`config.mk`:
```
export PLATFORM = sky130hd
export DESIGN_NAME = addr_xlat_top
export DESIGN_NICKNAME = d
export VERILOG_FILES = /design/src/rtl/addr_xlat_pkg.sv /design/src/rtl/addr_xlat_regs.sv /design/src/rtl/addr_xlat_lookup.sv /design/src/rtl/addr_xlat_ctrl.sv /design/src/rtl/addr_xlat_top.sv
export SDC_FILE = /design/constraint.sdc
export NUM_CORES = 1
export LEC_CHECK = 0
export BUFFER_PORTS_ARGS = -buffer_cell sky130_fd_sc_hd__buf_4
export CAP_MARGIN = 20
export CORE_ASPECT_RATIO = 0.75
export CORE_MARGIN = 1.5
export CORE_UTILIZATION = 30
export CTS_CLUSTER_DIAMETER = 200
export CTS_CLUSTER_SIZE = 12
export DETAILED_ROUTE_END_ITERATION = 8
export PLACE_DENSITY = 0.56
export REMOVE_ABC_BUFFERS = 1
export SLEW_MARGIN = 0
export SYNTH_ARGS = -nofsm -noshare
export SYNTH_HDL_FRONTEND = slang
export SYNTH_SLANG_ARGS = --single-unit
```
`constraint.sdc`:
```
create_clock -name clk -period 4.85 [get_ports clk]
set_clock_uncertainty 0.2 [all_clocks]
set_input_delay 1.455 -clock clk [delete_from_list [all_inputs] [get_ports clk]]
set_output_delay 1.455 -clock clk [all_outputs]
set_load 0.05 [all_outputs]
```
`src/rtl/addr_xlat_pkg.sv`:
```
package addr_xlat_pkg;
    localparam int HOST_W = 64;
    localparam int LOC_W  = 32;
    localparam int WORD_W = 32;

    typedef enum logic [1:0] {
        ST_IDLE  = 2'd0,
        ST_HOLD  = 2'd1,
        ST_FAULT = 2'd2
    } xlat_state_e;
endpackage

```
`src/rtl/addr_xlat_regs.sv`:
```
module addr_xlat_regs
    import addr_xlat_pkg::*;
#(
    parameter int N_ENTRIES = 8,
    parameter int PAGE_BITS = 12,
    parameter int REG_AW    = 4
) (
    input  logic                               clk,
    input  logic                               rst_n,
    input  logic                               reg_wr,
    input  logic                               reg_rd,
    input  logic [REG_AW-1:0]                  reg_addr,
    input  logic [WORD_W-1:0]                  reg_wdata,
    output logic [WORD_W-1:0]                  reg_rdata,
    output logic                               reg_rvalid,
    output logic [N_ENTRIES-1:0][HOST_W-1:0]   tab_addr,
    output logic [N_ENTRIES-1:0]               tab_valid
);
    localparam int IDX_W = REG_AW - 1;
    localparam logic [HOST_W-1:0] OFS_MASK = (64'd1 << PAGE_BITS) - 64'd1;
    localparam logic [WORD_W-1:0] LOW_KEEP = ~OFS_MASK[WORD_W-1:0];

    logic [IDX_W-1:0]  sel_idx;
    logic              sel_hi;
    logic [WORD_W-1:0] rd_word;

    assign sel_idx = reg_addr[REG_AW-1:1];
    assign sel_hi  = reg_addr[0];

    for (genvar k = 0; k < N_ENTRIES; k++) begin : g_entry
        logic [HOST_W-1:0] ent_q;
        logic              ent_v;
        logic              wr_hit;

        assign wr_hit = reg_wr && (sel_idx == IDX_W'(k));

        always_ff @(posedge clk or negedge rst_n) begin
            if (!rst_n) begin
                ent_q <= '0;
                ent_v <= 1'b0;
            end else if (wr_hit) begin
                if (sel_hi) begin
                    ent_q[63:32] <= reg_wdata;
                end else begin
                    ent_q[31:0] <= reg_wdata & LOW_KEEP;
                    ent_v       <= reg_wdata[0];
                end
            end
        end

        assign tab_addr[k]  = ent_q;
        assign tab_valid[k] = ent_v;
    end

    always_comb begin
        rd_word = '0;
        for (int k = 0; k < N_ENTRIES; k++) begin
            if (sel_idx == IDX_W'(k)) begin
                rd_word = sel_hi ? tab_addr[k][63:32]
                                 : (tab_addr[k][31:0] | {31'd0, tab_valid[k]});
            end
        end
    end

    always_ff @(posedge clk or negedge rst_n) begin
        if (!rst_n) begin
            reg_rdata  <= '0;
            reg_rvalid <= 1'b0;
        end else begin
            reg_rvalid <= reg_rd;
            if (reg_rd) begin
                reg_rdata <= rd_word;
            end
        end
    end
endmodule

```
`src/rtl/addr_xlat_lookup.sv`:
```
module addr_xlat_lookup
    import addr_xlat_pkg::*;
#(
    parameter int          N_ENTRIES = 8,
    parameter int          PAGE_BITS = 12,
    parameter logic [31:0] WIN_BASE  = 32'h4000_0000,
    parameter int          IDX_W     = 3
) (
    input  logic [LOC_W-1:0]                   laddr,
    input  logic [N_ENTRIES-1:0][HOST_W-1:0]   tab_addr,
    input  logic [N_ENTRIES-1:0]               tab_valid,
    output logic                               hit,
    output logic [HOST_W-1:0]                  host
);
    localparam logic [HOST_W-1:0] OFS_MASK = (64'd1 << PAGE_BITS) - 64'd1;

    logic [LOC_W:0]   rel;
    logic [LOC_W-1:0] page_no;
    logic [IDX_W-1:0] idx;
    logic             in_win;

    always_comb begin
        rel     = {1'b0, laddr} - {1'b0, WIN_BASE};
        page_no = rel[LOC_W-1:0] >> PAGE_BITS;
        in_win  = !rel[LOC_W] && (page_no < 32'(N_ENTRIES));
        idx     = page_no[IDX_W-1:0];
        hit     = in_win && tab_valid[idx];
        host    = (tab_addr[idx] & ~OFS_MASK) | ({32'd0, laddr} & OFS_MASK);
    end
endmodule

```
`src/rtl/addr_xlat_ctrl.sv`:
```
module addr_xlat_ctrl
    import addr_xlat_pkg::*;
(
    input  logic              clk,
    input  logic              rst_n,
    input  logic              req_valid,
    output logic              req_ready,
    input  logic              lk_hit,
    input  logic [HOST_W-1:0] lk_host,
    input  logic              out_ready,
    output logic              out_valid,
    output logic [HOST_W-1:0] out_addr,
    output logic              xlat_err
);
    xlat_state_e       state_q, state_d;
    logic [HOST_W-1:0] addr_q;
    logic              take;

    assign take = req_valid && req_ready;

    always_comb begin
        state_d = state_q;
        unique case (state_q)
            ST_IDLE, ST_FAULT: begin
                if (take) state_d = lk_hit ? ST_HOLD : ST_FAULT;
                else      state_d = ST_IDLE;
            end
            ST_HOLD: begin
                if (!out_ready) state_d = ST_HOLD;
                else if (take)  state_d = lk_hit ? ST_HOLD : ST_FAULT;
                else            state_d = ST_IDLE;
            end
            default: state_d = ST_IDLE;
        endcase
    end

    always_ff @(posedge clk or negedge rst_n) begin
        if (!rst_n) begin
            state_q <= ST_IDLE;
            addr_q  <= '0;
        end else begin
            state_q <= state_d;
            if (take && lk_hit) addr_q <= lk_host;
        end
    end

    always_comb begin
        req_ready = (state_q != ST_HOLD) || out_ready;
        out_valid = (state_q == ST_HOLD);
        xlat_err  = (state_q == ST_FAULT);
        out_addr  = addr_q;
    end
endmodule

```
`src/rtl/addr_xlat_top.sv`:
```
module addr_xlat_top
    import addr_xlat_pkg::*;
#(
    parameter int          N_ENTRIES = 8,
    parameter int          PAGE_BITS = 12,
    parameter logic [31:0] WIN_BASE  = 32'h4000_0000,
    localparam int         IDX_W     = $clog2(N_ENTRIES),
    localparam int         REG_AW    = IDX_W + 1
) (
    input  logic              clk,
    input  logic              rst_n,
    input  logic              req_valid,
    output logic              req_ready,
    input  logic [31:0]       req_addr,
    output logic              out_valid,
    input  logic              out_ready,
    output logic [63:0]       out_addr,
    output logic              xlat_err,
    input  logic              reg_wr,
    input  logic              reg_rd,
    input  logic [REG_AW-1:0] reg_addr,
    input  logic [31:0]       reg_wdata,
    output logic [31:0]       reg_rdata,
    output logic              reg_rvalid
);
    logic [N_ENTRIES-1:0][HOST_W-1:0] tab_addr;
    logic [N_ENTRIES-1:0]             tab_valid;
    logic                             lk_hit;
    logic [HOST_W-1:0]                lk_host;

    addr_xlat_regs #(
        .N_ENTRIES(N_ENTRIES), .PAGE_BITS(PAGE_BITS), .REG_AW(REG_AW)
    ) u_regs (
        .clk(clk), .rst_n(rst_n),
        .reg_wr(reg_wr), .reg_rd(reg_rd), .reg_addr(reg_addr),
        .reg_wdata(reg_wdata), .reg_rdata(reg_rdata), .reg_rvalid(reg_rvalid),
        .tab_addr(tab_addr), .tab_valid(tab_valid)
    );

    addr_xlat_lookup #(
        .N_ENTRIES(N_ENTRIES), .PAGE_BITS(PAGE_BITS),
        .WIN_BASE(WIN_BASE), .IDX_W(IDX_W)
    ) u_lookup (
        .laddr(req_addr), .tab_addr(tab_addr), .tab_valid(tab_valid),
        .hit(lk_hit), .host(lk_host)
    );

    addr_xlat_ctrl u_ctrl (
        .clk(clk), .rst_n(rst_n),
        .req_valid(req_valid), .req_ready(req_ready),
        .lk_hit(lk_hit), .lk_host(lk_host),
        .out_ready(out_ready), .out_valid(out_valid),
        .out_addr(out_addr), .xlat_err(xlat_err)
    );
endmodule

```
# Word-level counts from Yosys, hierarchy flattened
# Index checks and enable logic that the tools add are counted.
[classes]
n_reduce_logical = 33
n_eq_ne = 10
div = 0
n_addsub = 1
n_shift = 0
multipliers = 0
magnitude_cmp = 2
n_mux = 24
n_bitwise = 10
[ops]
columns = ["op", "count"]
rows = [
  ["2-to-1 mux 32 bit", 16],
  ["OR 32 x 1 -> 32 bit", 8],
  ["binary-select mux 64 bit (select 3 bit)", 1],
  ["2-to-1 mux 64 bit", 1],
  ["OR 64 x 12 -> 64 bit", 1],
  ["subtractor 32 x 31 -> 33 bit, second input constant", 1],
  ["AND reduction 2 bit", 16],
  ["< comparator 20 x 4 -> 1 bit, second input constant", 1],
  ["equality test 3 bit, second input constant", 4],
  ["logical AND 1 bit", 12],
  ["equality test 3 x 2 -> 1 bit, second input constant", 2],
  ["2-to-1 mux 2 bit", 3],
  ["< comparator 3 x 4 -> 1 bit, second input constant", 1],
  ["one-hot mux 2 bit (2 select lines)", 1],
  ["binary-select mux 1 bit (select 3 bit)", 1],
  ["equality test 3 x 1 -> 1 bit, second input constant", 1],
  ["zero test 3 bit", 1],
  ["equality test 2 x 1 -> 1 bit, second input constant", 1],
  ["equality test 2 bit, second input constant", 1],
  ["zero test 2 bit", 1],
  ["!= test 2 x 1 -> 1 bit, second input constant", 1],
  ["OR reduction 2 bit", 1],
  ["zero test 1 bit", 1],
  ["logical OR 1 bit", 1],
  ["2 further kinds", 2],
]
[totals]
register_bits = 523
latch_bits = 0
ramBits = 0
rom_bits = 0
in_bits = 74
output_inout_bits = 100
memories = 0
elab_cells = 108

# Depth between registers and ports, before layout
# Gate-level depths: netlist of the first run.
[logic_depth]
word_depth = 10
depth_mapped = 8
mapped_depth_nobuf = 5

# Modules after synthesis
# Synthesis of the first run repeated with hierarchy kept, for this count alone.
[unflattened]
hier_cells = 1997
area_unflattened_um2 = 28274.6
[modules_own_cells]
columns = ["module", "area_per_inst_um2", "instances", "cells_each"]
rows = [
  ["addr_xlat_regs", 21962.3, 1, 1641],
  ["addr_xlat_lookup", 3505.9, 1, 209],
  ["addr_xlat_ctrl", 2806.4, 1, 147],
]

# Worst setup path before layout of the first run
# No wires, ideal clock.
[synth_path]
path_type = "input to output"
start = "input port out_ready"
end = "output port req_ready"
required_time_ns = 3.195
slack_ns = 1.295
path_buffers = 0
t_arrival_ns = 1.900
path_stages = 2
path_cell_list = "nor2b_1 -> nand2b_1"
[synth_between]
elab_chain_len = 1
[synth_rtl]
columns = ["item", "line_no", "rtl"]
rows = [
  ["start: declaration", "addr_xlat_top.sv:16", "input logic out_ready,"],
  ["logical OR 1 bit", "addr_xlat_ctrl.sv:48", "req_ready = (state_q != ST_HOLD) || out_ready;"],
  ["end: declaration", "addr_xlat_top.sv:13", "output logic req_ready,"],
]
# Every way passes these cells.

# Worst setup path after layout of the first run
# Ends and elaborated chain as after synthesis.

==> out/metrics.cfg, run 1 <==
[power_and_ir_drop]
ir_drop_mv=0.235
leakagePower_nw=13.5
switchingPower_w=0.00354
p_clk_share_pct=29.4
seqPwrFrac_pct=49.4
p_comb_share_pct=21.3
p_int_w=0.00844
switching_share_pct=29.6
powerDensity_nw_per_um2=386

[flow_run]
maxCapViolCount=0

[clock_network]
cts.sinks=523
cts_tree=yes
hold_buffers=0
clk_pin_slew_ns=0.06
post_cts_resize_count=0
clock_latency_ns=0.61
cts_max_level=2
clockBufferDepth=3
clockRootBuffer=clkbuf_16
cts_inserted_buffers=49
post_cts_buffers=0

[hold_path]
hold_path_end=u_ctrl.out_addr[0]
hold-path-cell-count=1
hp-start=u_ctrl.out_addr[0]
min_path_type=reg -> reg

[sta]
timing.final.hold_violations=0
fin_ws_ns=1.16
relSlewSlack_pct=38.3
fin_tns_setup_ns=0
tightestPinTransition_ns=0.923
fmax_mhz=271
slew_violations=0
rsz0062_at_grt=no
fin_crit_ns=3.69
setup_viol=0
fin_crit_sh_pct=76.0

[grt]
track_usage_pct=17.9
grt_pass1_wl_um=124000
grt_overflow=0
grt_pass1_vias=18308
grt_max_degree=98
antenna_found_initial=2

[cells_and_area]
layout-drive-gt1-share_pct=29.7
n_antenna_cell=0
area_growth_pct=15.1
finalNetCount=2128
post-route-util_pct=35.1

[yosys]
synth_flop_cell=dfrtp_1
synth_cells=1932
ys_seq_elements=523
async_reset_ff_share_pct=100
synthSimpleGateAreaFrac_pct=2.45
synth_compound_area_share_pct=7.22
synth_top_family_by_area=multiplexers
synth_top_area_share_pct=48.6
ys_top_cells_by_area=dfrtp_1 49%, mux2_1 18%, mux4_2 8.9%, mux2_2 5.1%, mux2_4 3.3%
synth-edff-count=0
yosys-top-cells-count=523 x dfrtp_1, 432 x mux2_1, 122 x mux2_2
syn_area_per_cell_um2=13.9
netlist_area_um2=26900
synth_xor_area_share_pct=0
seq_area_frac_synth_pct=48.6
synthAdderAreaFrac_pct=0
synth_area_leader_cell=dfrtp_1
muxShareOfSynthArea_pct=38.5
ys_warn_count=0
synth_most_common_cell=dfrtp_1
synth_cell_types=40

[floorplan]
dieHeight_um=263
rows=94
die-width_um=349
core_area_um2=88300
die_area_um2=91600
start_util_pct=30.5
io_pins=174

[routing]
drtAntennaViolNets=0
vias_per_cell=5.36
met2_wirelength_um=36700
drcViolationCount=0
m1WireLength_um=39500
wl_met3_um=4280
wire_per_inst_um=25.2
finalWirelength_um=82100
dr.pass1.iters=6
drt-initial-drc-count=1440
vias=17464
top_layer_used=met5

[worst_setup_path]
crit_slowest_cell=buf_4
timing.rr.end=u_ctrl.out_addr[43]
end_kind=primary output
path_max_fanout=2
crit_family=buffers and inverters
ff2ff_path_depth=6
cp_common_cell=buf_4
cp-start-kind=primary input
cp.arrival_ns=2.03
crit_chain=buf_4 -> nor2b_1 -> nand2b_1 -> buf_4
r2r_setup_slack_ns=2.36
worstReg2RegStart=u_regs.g_entry[3].ent_v
worstSetupPathType=in -> out
crit_buf_inv=2
required_ns=3.19
slowest_delay_ns=0.21

[placed_design]
place_ws_ns=0.859
dp_hpwl_um=52100
gp_congestion=0.821
numPortBuffers=173

[status]
status=complete, no violations

## kinds of logic (layout without fill, tap and decap cells)
family | Yosys count | in the layout
muxes | 805 | 805
buffers and inverters | 180 | 304
AOI/OAI and AO/OA | 279 | 279
and+or+nand+nor | 145 | 145
DFF | 523 | 523
## flip-flops by register name (all words and copies together), names as in the netlist
signal	count
u_regs.reg_rdata	32
u_regs.reg_rvalid	1
u_ctrl.state_q	2
u_ctrl.out_addr	64
u_regs.g_entry.ent_q	416
u_regs.g_entry.ent_v	8
## worst reg2reg max path, cell delays in order, from the launching register on
cell and delay, ns:
dfrtp_1 0.40, mux4_2 0.26, mux2i_1 0.11, nor3_2 0.26, and3_4 0.24, buf_4 0.49, mux2_4 0.41
## per-layer routing
layer / GRT usage (%) / vias to the layer above
li1: - / 7522
met1: 26.5 / 9329
met2: 27.0 / 501
met3: 3.01 / 110
met4: 4.35 / 2
met5: 0 / -
## through the flow
stage	hold WS, ns	area [um^2]	power (W)	instances
6_report	0.284	31000	0.0120	3256
5_1_grt	0.309	31000	0.0126	3256
4_1_cts	0.291	31000	0.0121	3256
3_5_place_dp	0.276	29700	0.00852	3203
3_3_place_gp	0.276	29700	0.00841	3203
2_1_floorplan	0.262	26100	0.00743	1754
## power by group through the flow
stage | clock network (W) | registers (W) | logic (W)
5_1_grt | 0.00380 | 0.00602 | 0.00276
3_5_place_dp | 0 | 0.00596 | 0.00256
3_3_place_gp | 0 | 0.00592 | 0.00250
6_report | 0.00352 | 0.00591 | 0.00255
4_1_cts | 0.00364 | 0.00589 | 0.00257
2_1_floorplan | 0 | 0.00583 | 0.00160
## layout make-up
cell class	count	area [um^2]
flip-flops and latches	523	13100
clock buffers	51	1280
well taps	1200	1500
fillers	8540	57300
inverters	2	7.51
multi-input cells	1229	13100
clock inverters	2	16.3
repair buffers	249	2050
## placed cells by master (no fill, tap or decap), types with 2 or more instances in the layout
master       n
a211oi_1    21
a21oi_1     44
a222oi_1    11
a22oi_1     21
a31oi_1     32
buf_12      13
buf_4      233
clkbuf_16   51
dfrtp_1    523
mux2_1     432
mux2_2     122
mux2_4      60
mux2i_1     85
mux4_2     106
nand2_1     19
nand2b_1     4
nand3_1      4
nor2_1      68
nor2_2       5
nor2_4       9
nor2b_1     25
nor3_2       2
nor4_1       3
o2111ai_1   11
o211a_1     32
o21a_1      21
o21ai_1     42
o21bai_1    11
o221ai_1    11
o22ai_1     21
## how the worst max path moves through the flow
stage                      start                     endpoint  slack (ns)  cells after the start
floorplan            reg_addr[1]  u_regs.g_entry[0].ent_q[32]        0.20                      4
global placement    req_addr[13]           u_ctrl.out_addr[1]        0.89                      7
detailed placement  req_addr[13]           u_ctrl.out_addr[1]        0.86                      7
CTS                    out_ready                    req_ready        1.17                      4
global route           out_ready                    req_ready        1.08                      4
finish                 out_ready                    req_ready        1.16                      4
No activity file was read; power rests on OpenSTA's default activity.
==> run 2: changes to the inputs <==
Clock period 4.85 ns to 3.4 ns, I/O delays scaled along.
==> run 2 against run 1 <==
Against the previous run: power increased by 43%; critical path depth unchanged; hold slack worse by 0.15 ns; sequential share of layout area fell by 0.65 points; critical endpoint unchanged; register-to-register slack lost 1.5 ns; highest routed layer unchanged; cell count grew 1.1%; first-iteration DRC count down 0.90%; setup slack lost 0.69 ns; wire length up 4.0%; core utilization grew 0.55 points.
==> out/metrics.cfg, run 2 (synthesis gave the netlist of run 1 again) <==
[status]
status=complete, no violations

[clock_network]
clock_latency_ns=0.63  ; +0.02 ns
clockBufferDepth=3  ; unchanged
post_cts_resize_count=0  ; unchanged
cts_max_level=2  ; unchanged
hold_buffers=0  ; unchanged
post_cts_buffers=0  ; unchanged
cts_inserted_buffers=49  ; unchanged
clockRootBuffer=clkbuf_16
cts.sinks=523  ; unchanged
cts_tree=yes
clk_pin_slew_ns=0.06  ; about the same

[worst_setup_path]
worstReg2RegStart=u_regs.g_entry[5].ent_v
worstSetupPathType=in -> out
slowest_delay_ns=0.24  ; +0.03 ns
ff2ff_path_depth=6  ; unchanged
end_kind=primary output
crit_buf_inv=2  ; unchanged
crit_slowest_cell=buf_4
cp-start-kind=primary input
crit_chain=buf_4 -> nor2b_1 -> nand2b_1 -> buf_4
r2r_setup_slack_ns=0.85  ; -1.51 ns
timing.rr.end=u_ctrl.out_addr[2]
path_max_fanout=2  ; unchanged
cp_common_cell=buf_4
crit_family=buffers and inverters
cp.arrival_ns=1.70  ; -0.33 ns
required_ns=2.18  ; -1.01 ns

[routing]
vias=17889  ; +2.4%
wire_per_inst_um=25.9  ; +2.9%
vias_per_cell=5.43  ; +1.3%
dr.pass1.iters=5  ; -1
drtAntennaViolNets=0  ; unchanged
drt-initial-drc-count=1427  ; -0.90%
finalWirelength_um=85400  ; +4.0%
drcViolationCount=0  ; unchanged

[grt]
grt_pass1_vias=18659  ; +1.9%
grt_max_degree=83  ; -15%
use_met3_pct=3.01  ; unchanged
antenna_found_initial=2  ; unchanged
met1_usage_pct=27.0  ; +0.54 points
grt_overflow=0  ; unchanged
met2_usage_pct=28.4  ; +1.3 points
busiest_layer=met2
grt_pass1_wl_um=128000  ; +3.0%
track_usage_pct=18.6  ; +0.68 points

[sta]
fmax_mhz=342
slew_violations=0  ; unchanged
fin_crit_sh_pct=86.0
tightestPinTransition_ns=0.624  ; -0.299 ns
timing.final.hold_violations=0  ; unchanged
relSlewSlack_pct=58.4  ; +20 points
rsz0062_at_grt=no
fin_crit_ns=2.92
setup_viol=0  ; unchanged

[cells_and_area]
num-fill-cells=8446  ; -1.1%
fin_area_um2=31500  ; +1.6%
finalNetCount=2165  ; +1.7%
n_antenna_cell=0  ; unchanged
layout-drive-gt1-share_pct=30.9  ; +1.2 points
area_growth_pct=16.9
final_cell_mix=523 x dfrtp_1, 432 x mux2_1, 253 x buf_4, 122 x mux2_2, 106 x mux4_2
regMostFlops=u_regs.g_entry.ent_q
mostFrequentLayoutCell=dfrtp_1
post-route-util_pct=35.7  ; +0.55 points
largest_reg_flops=416  ; unchanged

[floorplan]
die-width_um=349  ; unchanged
dieHeight_um=263  ; unchanged
die_area_um2=91600  ; unchanged
rows=94  ; unchanged
core_area_um2=88300  ; unchanged
io_pins=174  ; unchanged
start_util_pct=30.5  ; unchanged

[power_and_ir_drop]
powerDensity_nw_per_um2=543  ; +40%
ir_drop_mv=0.362  ; +54%
leakagePower_nw=13.8  ; +1.8%

[placed_design]
gp_congestion=0.836  ; +1.8%
place_area_um2=30200  ; +1.6%
numPortBuffers=173  ; unchanged
dp_hpwl_um=54000  ; +3.7%

[hold_path]
min_path_type=in -> async

[flow_run]
maxCapViolCount=0  ; unchanged

run 2: worst max path at each step:
| stage | start | cells after the start | to |
|---|---|---|---|
| 4_1_cts | out_ready | 4 | req_ready |
| 5_1_grt | out_ready | 4 | req_ready |
| 6_report | out_ready | 4 | req_ready |
| 3_5_place_dp | req_addr[13] | 7 | u_ctrl.out_addr[1] |
| 2_1_floorplan | reg_addr[1] | 4 | u_regs.g_entry[0].ent_q[32] |
| 3_3_place_gp | req_addr[13] | 7 | u_ctrl.out_addr[1] |
run 2: metrics by stage:
step | TNS, ns | setup slack [ns] | hold WS [ns] | cells | total power [W]
after floorplan | -104.89 | -0.813 | 0.262 | 1754 | 0.0106
after global placement | 0 | 0.108 | 0.274 | 3240 | 0.0120
after detailed placement | 0 | 0.0515 | 0.282 | 3240 | 0.0122
after CTS | 0 | 0.498 | 0.130 | 3293 | 0.0173
after global routing | 0 | 0.435 | 0.143 | 3293 | 0.0180
final | 0 | 0.477 | 0.131 | 3293 | 0.0171
run 2: area by class of cell:
class	count	area [um^2]	share of cell area (%)
Sequential cell	523	13100	41.5
Clock buffer	50	1250	3.97
Multi-Input combinational cell	1229	13100	41.5
Clock inverter	3	43.8	0.139
Tap cell	1200	1500	4.77
Timing Repair Buffer	286	2540	8.06
Inverter	2	7.51	0.0238
run 2: metal layers:
metal	up-vias	part of all wire [%]	wire (um)
met1	9522	47	40000
met5	-	0.026	22
li1	7563	-	-
met3	148	5.8	4990
met4	4	2.3	1990
met2	652	45	38400
run 2: report_power, final:
group          internal (W)  total [W]  leakage (nW)  switching, W
Sequential          0.00746    0.00845          6.52      0.000985
Combinational       0.00198    0.00363          6.62       0.00164
Clock               0.00260    0.00503         0.633       0.00243
==> run 3: changes to the inputs <==
Settings changed: CORE_UTILIZATION 30 to 37, PLACE_DENSITY 0.56 to 0.64.
==> run 3 against run 2 <==
Against the previous run: combinational power is essentially flat; critical endpoint unchanged; power is 0.50% lower; sequential share of layout area is 0.48 points higher; first-iteration DRC count up 9.8%; wire length shrank 7.9%; die area down 19%; cell count decreased by 7.5%; largest cell class unchanged; critical path depth unchanged.
==> out/metrics.cfg, run 3 (synthesis gave the netlist of run 1 again) <==
[clock_network]
post_cts_buffers=0  ; unchanged
clock_latency_ns=0.59  ; -0.04 ns
cts_max_level=2  ; unchanged
clockBufferDepth=3  ; unchanged
hold_buffers=0  ; unchanged
cts_tree=yes
cts.sinks=523  ; unchanged
cts_inserted_buffers=49  ; unchanged
clk_pin_slew_ns=0.06  ; about the same
post_cts_resize_count=0  ; unchanged
clockRootBuffer=clkbuf_16

[sta]
fin_ws_ns=0.606  ; +0.129 ns
fmax_mhz=358  ; +4.6%
fin_tns_setup_ns=0  ; unchanged
setup_viol=0  ; unchanged
relSlewSlack_pct=33.6  ; -25 points
whs_ns=0.0863  ; -0.0444 ns
fin_crit_ns=2.79  ; -0.129 ns
slew_violations=0  ; unchanged
rsz0062_at_grt=no
tightestPinTransition_ns=0.995  ; +0.371 ns
fin_crit_sh_pct=82.2  ; -3.8 points
timing.final.hold_violations=0  ; unchanged

[power_and_ir_drop]
powerDensity_nw_per_um2=546  ; +0.65%
switching_share_pct=29.1  ; -0.50 points
ir_drop_mv=0.369  ; +1.8%
p_comb_share_pct=21.2  ; about the same
switchingPower_w=0.00495  ; -2.2%
leakagePower_nw=13.7  ; -0.25%
p_int_w=0.0121  ; +0.20%
p_clk_share_pct=29.2  ; -0.2 points
seqPwrFrac_pct=49.6  ; +0.2 points

[grt]
grt_max_degree=123  ; +48%
grt_pass1_wl_um=119000  ; -7.1%
track_usage_pct=21.0  ; +2.4 points
grt_pass1_vias=18543  ; -0.62%
antenna_found_initial=3  ; +1
grt_overflow=0  ; unchanged

[cells_and_area]
final_cell_mix=523 x dfrtp_1, 432 x mux2_1, 248 x buf_4, 122 x mux2_2, 106 x mux4_2
finalNetCount=2159  ; -0.28%
regMostFlops=u_regs.g_entry.ent_q
area_growth_pct=15.6
post-route-util_pct=43.3  ; +7.7 points
layout-drive-gt1-share_pct=30.7  ; -0.20 points
num-fill-cells=6516  ; -23%
largest_reg_flops=416  ; unchanged
mostFrequentLayoutCell=dfrtp_1
fin_area_um2=31100  ; -1.1%

[worst_setup_path]
cp.arrival_ns=1.57  ; -0.13 ns
slowest_delay_ns=0.20  ; -0.04 ns
ff2ff_path_depth=6  ; unchanged
required_ns=2.18  ; about the same
crit_slowest_cell=buf_4
r2r_setup_slack_ns=1.08  ; +0.23 ns
cp_common_cell=buf_4
path_max_fanout=2  ; unchanged
worstSetupPathType=in -> out
cp-start-kind=primary input
end_kind=primary output
crit_chain=buf_4 -> nor2b_1 -> nand2b_1 -> buf_4

[placed_design]
dp_hpwl_um=50300  ; -6.9%
gp_congestion=0.879  ; +5.2%
numPortBuffers=173  ; unchanged
place_ws_ns=0.259  ; +0.208 ns
place_area_um2=29800  ; -1.2%

[floorplan]
rows=85  ; -9.6%
die-width_um=315  ; -9.9%
io_pins=174  ; unchanged
core_area_um2=71900  ; -19%
start_util_pct=37.5  ; +7.0 points
dieHeight_um=237  ; -9.8%
die_area_um2=74400  ; -19%

[flow_run]
maxCapViolCount=0  ; unchanged

[routing]
vias=17713  ; -0.98%
m1WireLength_um=35300  ; -12%
wl_met3_um=5220  ; +4.7%
drtAntennaViolNets=0  ; unchanged
vias_per_cell=5.82  ; +7.0%
finalWirelength_um=78600  ; -7.9%
drt-initial-drc-count=1567  ; +9.8%
drcViolationCount=0  ; unchanged
wire_per_inst_um=25.8  ; -0.48%
top_layer_used=met5
met2_wirelength_um=36200  ; -5.9%
dr.pass1.iters=9  ; +4

[hold_path]
min_path_type=in -> async

[status]
status=complete, no violations

run 3: worst max-delay path: cells and delay by family:
kind / cells / cell delay, ns
and+or+nand+nor: 2 / 0.25
buffers and inverters: 2 / 0.31
run 3: final timing paths:
check	end	from
max	req_ready	out_ready
min	u_regs.g_entry[1].ent_q[31]	rst_n
max reg2reg	u_ctrl.out_addr[53]	u_regs.g_entry[5].ent_v
min reg2reg	u_ctrl.out_addr[63]	u_ctrl.out_addr[63]
max in group asynchronous	u_regs.g_entry[0].ent_q[40]	rst_n
min in group clk	u_ctrl.out_addr[63]	u_ctrl.out_addr[63]
run 3: power by group through the flow:
stage | Combinational (W) | Clock, W | Sequential, W
finish | 0.00361 | 0.00497 | 0.00844
global route | 0.00391 | 0.00531 | 0.00858
CTS | 0.00363 | 0.00509 | 0.00839
detailed placement | 0.00361 | 0 | 0.00850
global placement | 0.00351 | 0 | 0.00842
floorplan | 0.00229 | 0 | 0.00832
run 3: final cells by class:
cell class              instances  area (um^2)  share of cell area [%]
diodes                          2         5.00                  0.0161
clock buffers                  51         1280                    4.10
repair buffers                280         2480                    7.97
flip-flops and latches        523        13100                    42.0
well taps                     957         1200                    3.85
inverters                       2         7.51                  0.0241
clock inverters                 2         16.3                  0.0522
multi-input cells            1229        13100                    42.0
run 3: per-layer routing:
layer	global-route usage [%]	vias to the layer above
li1	-	7573
met3	3.64	135
met1	30.2	9355
met4	6.16	2
met5	0	-
met2	32.4	648
run 3: through the flow:
| step | power, W | std cells |
|---|---|---|
| 2_1_floorplan | 0.0106 | 1754 |
| 3_3_place_gp | 0.0119 | 2991 |
| 3_5_place_dp | 0.0121 | 2991 |
| 4_1_cts | 0.0171 | 3044 |
| 5_1_grt | 0.0178 | 3046 |
| 6_report | 0.0170 | 3046 |
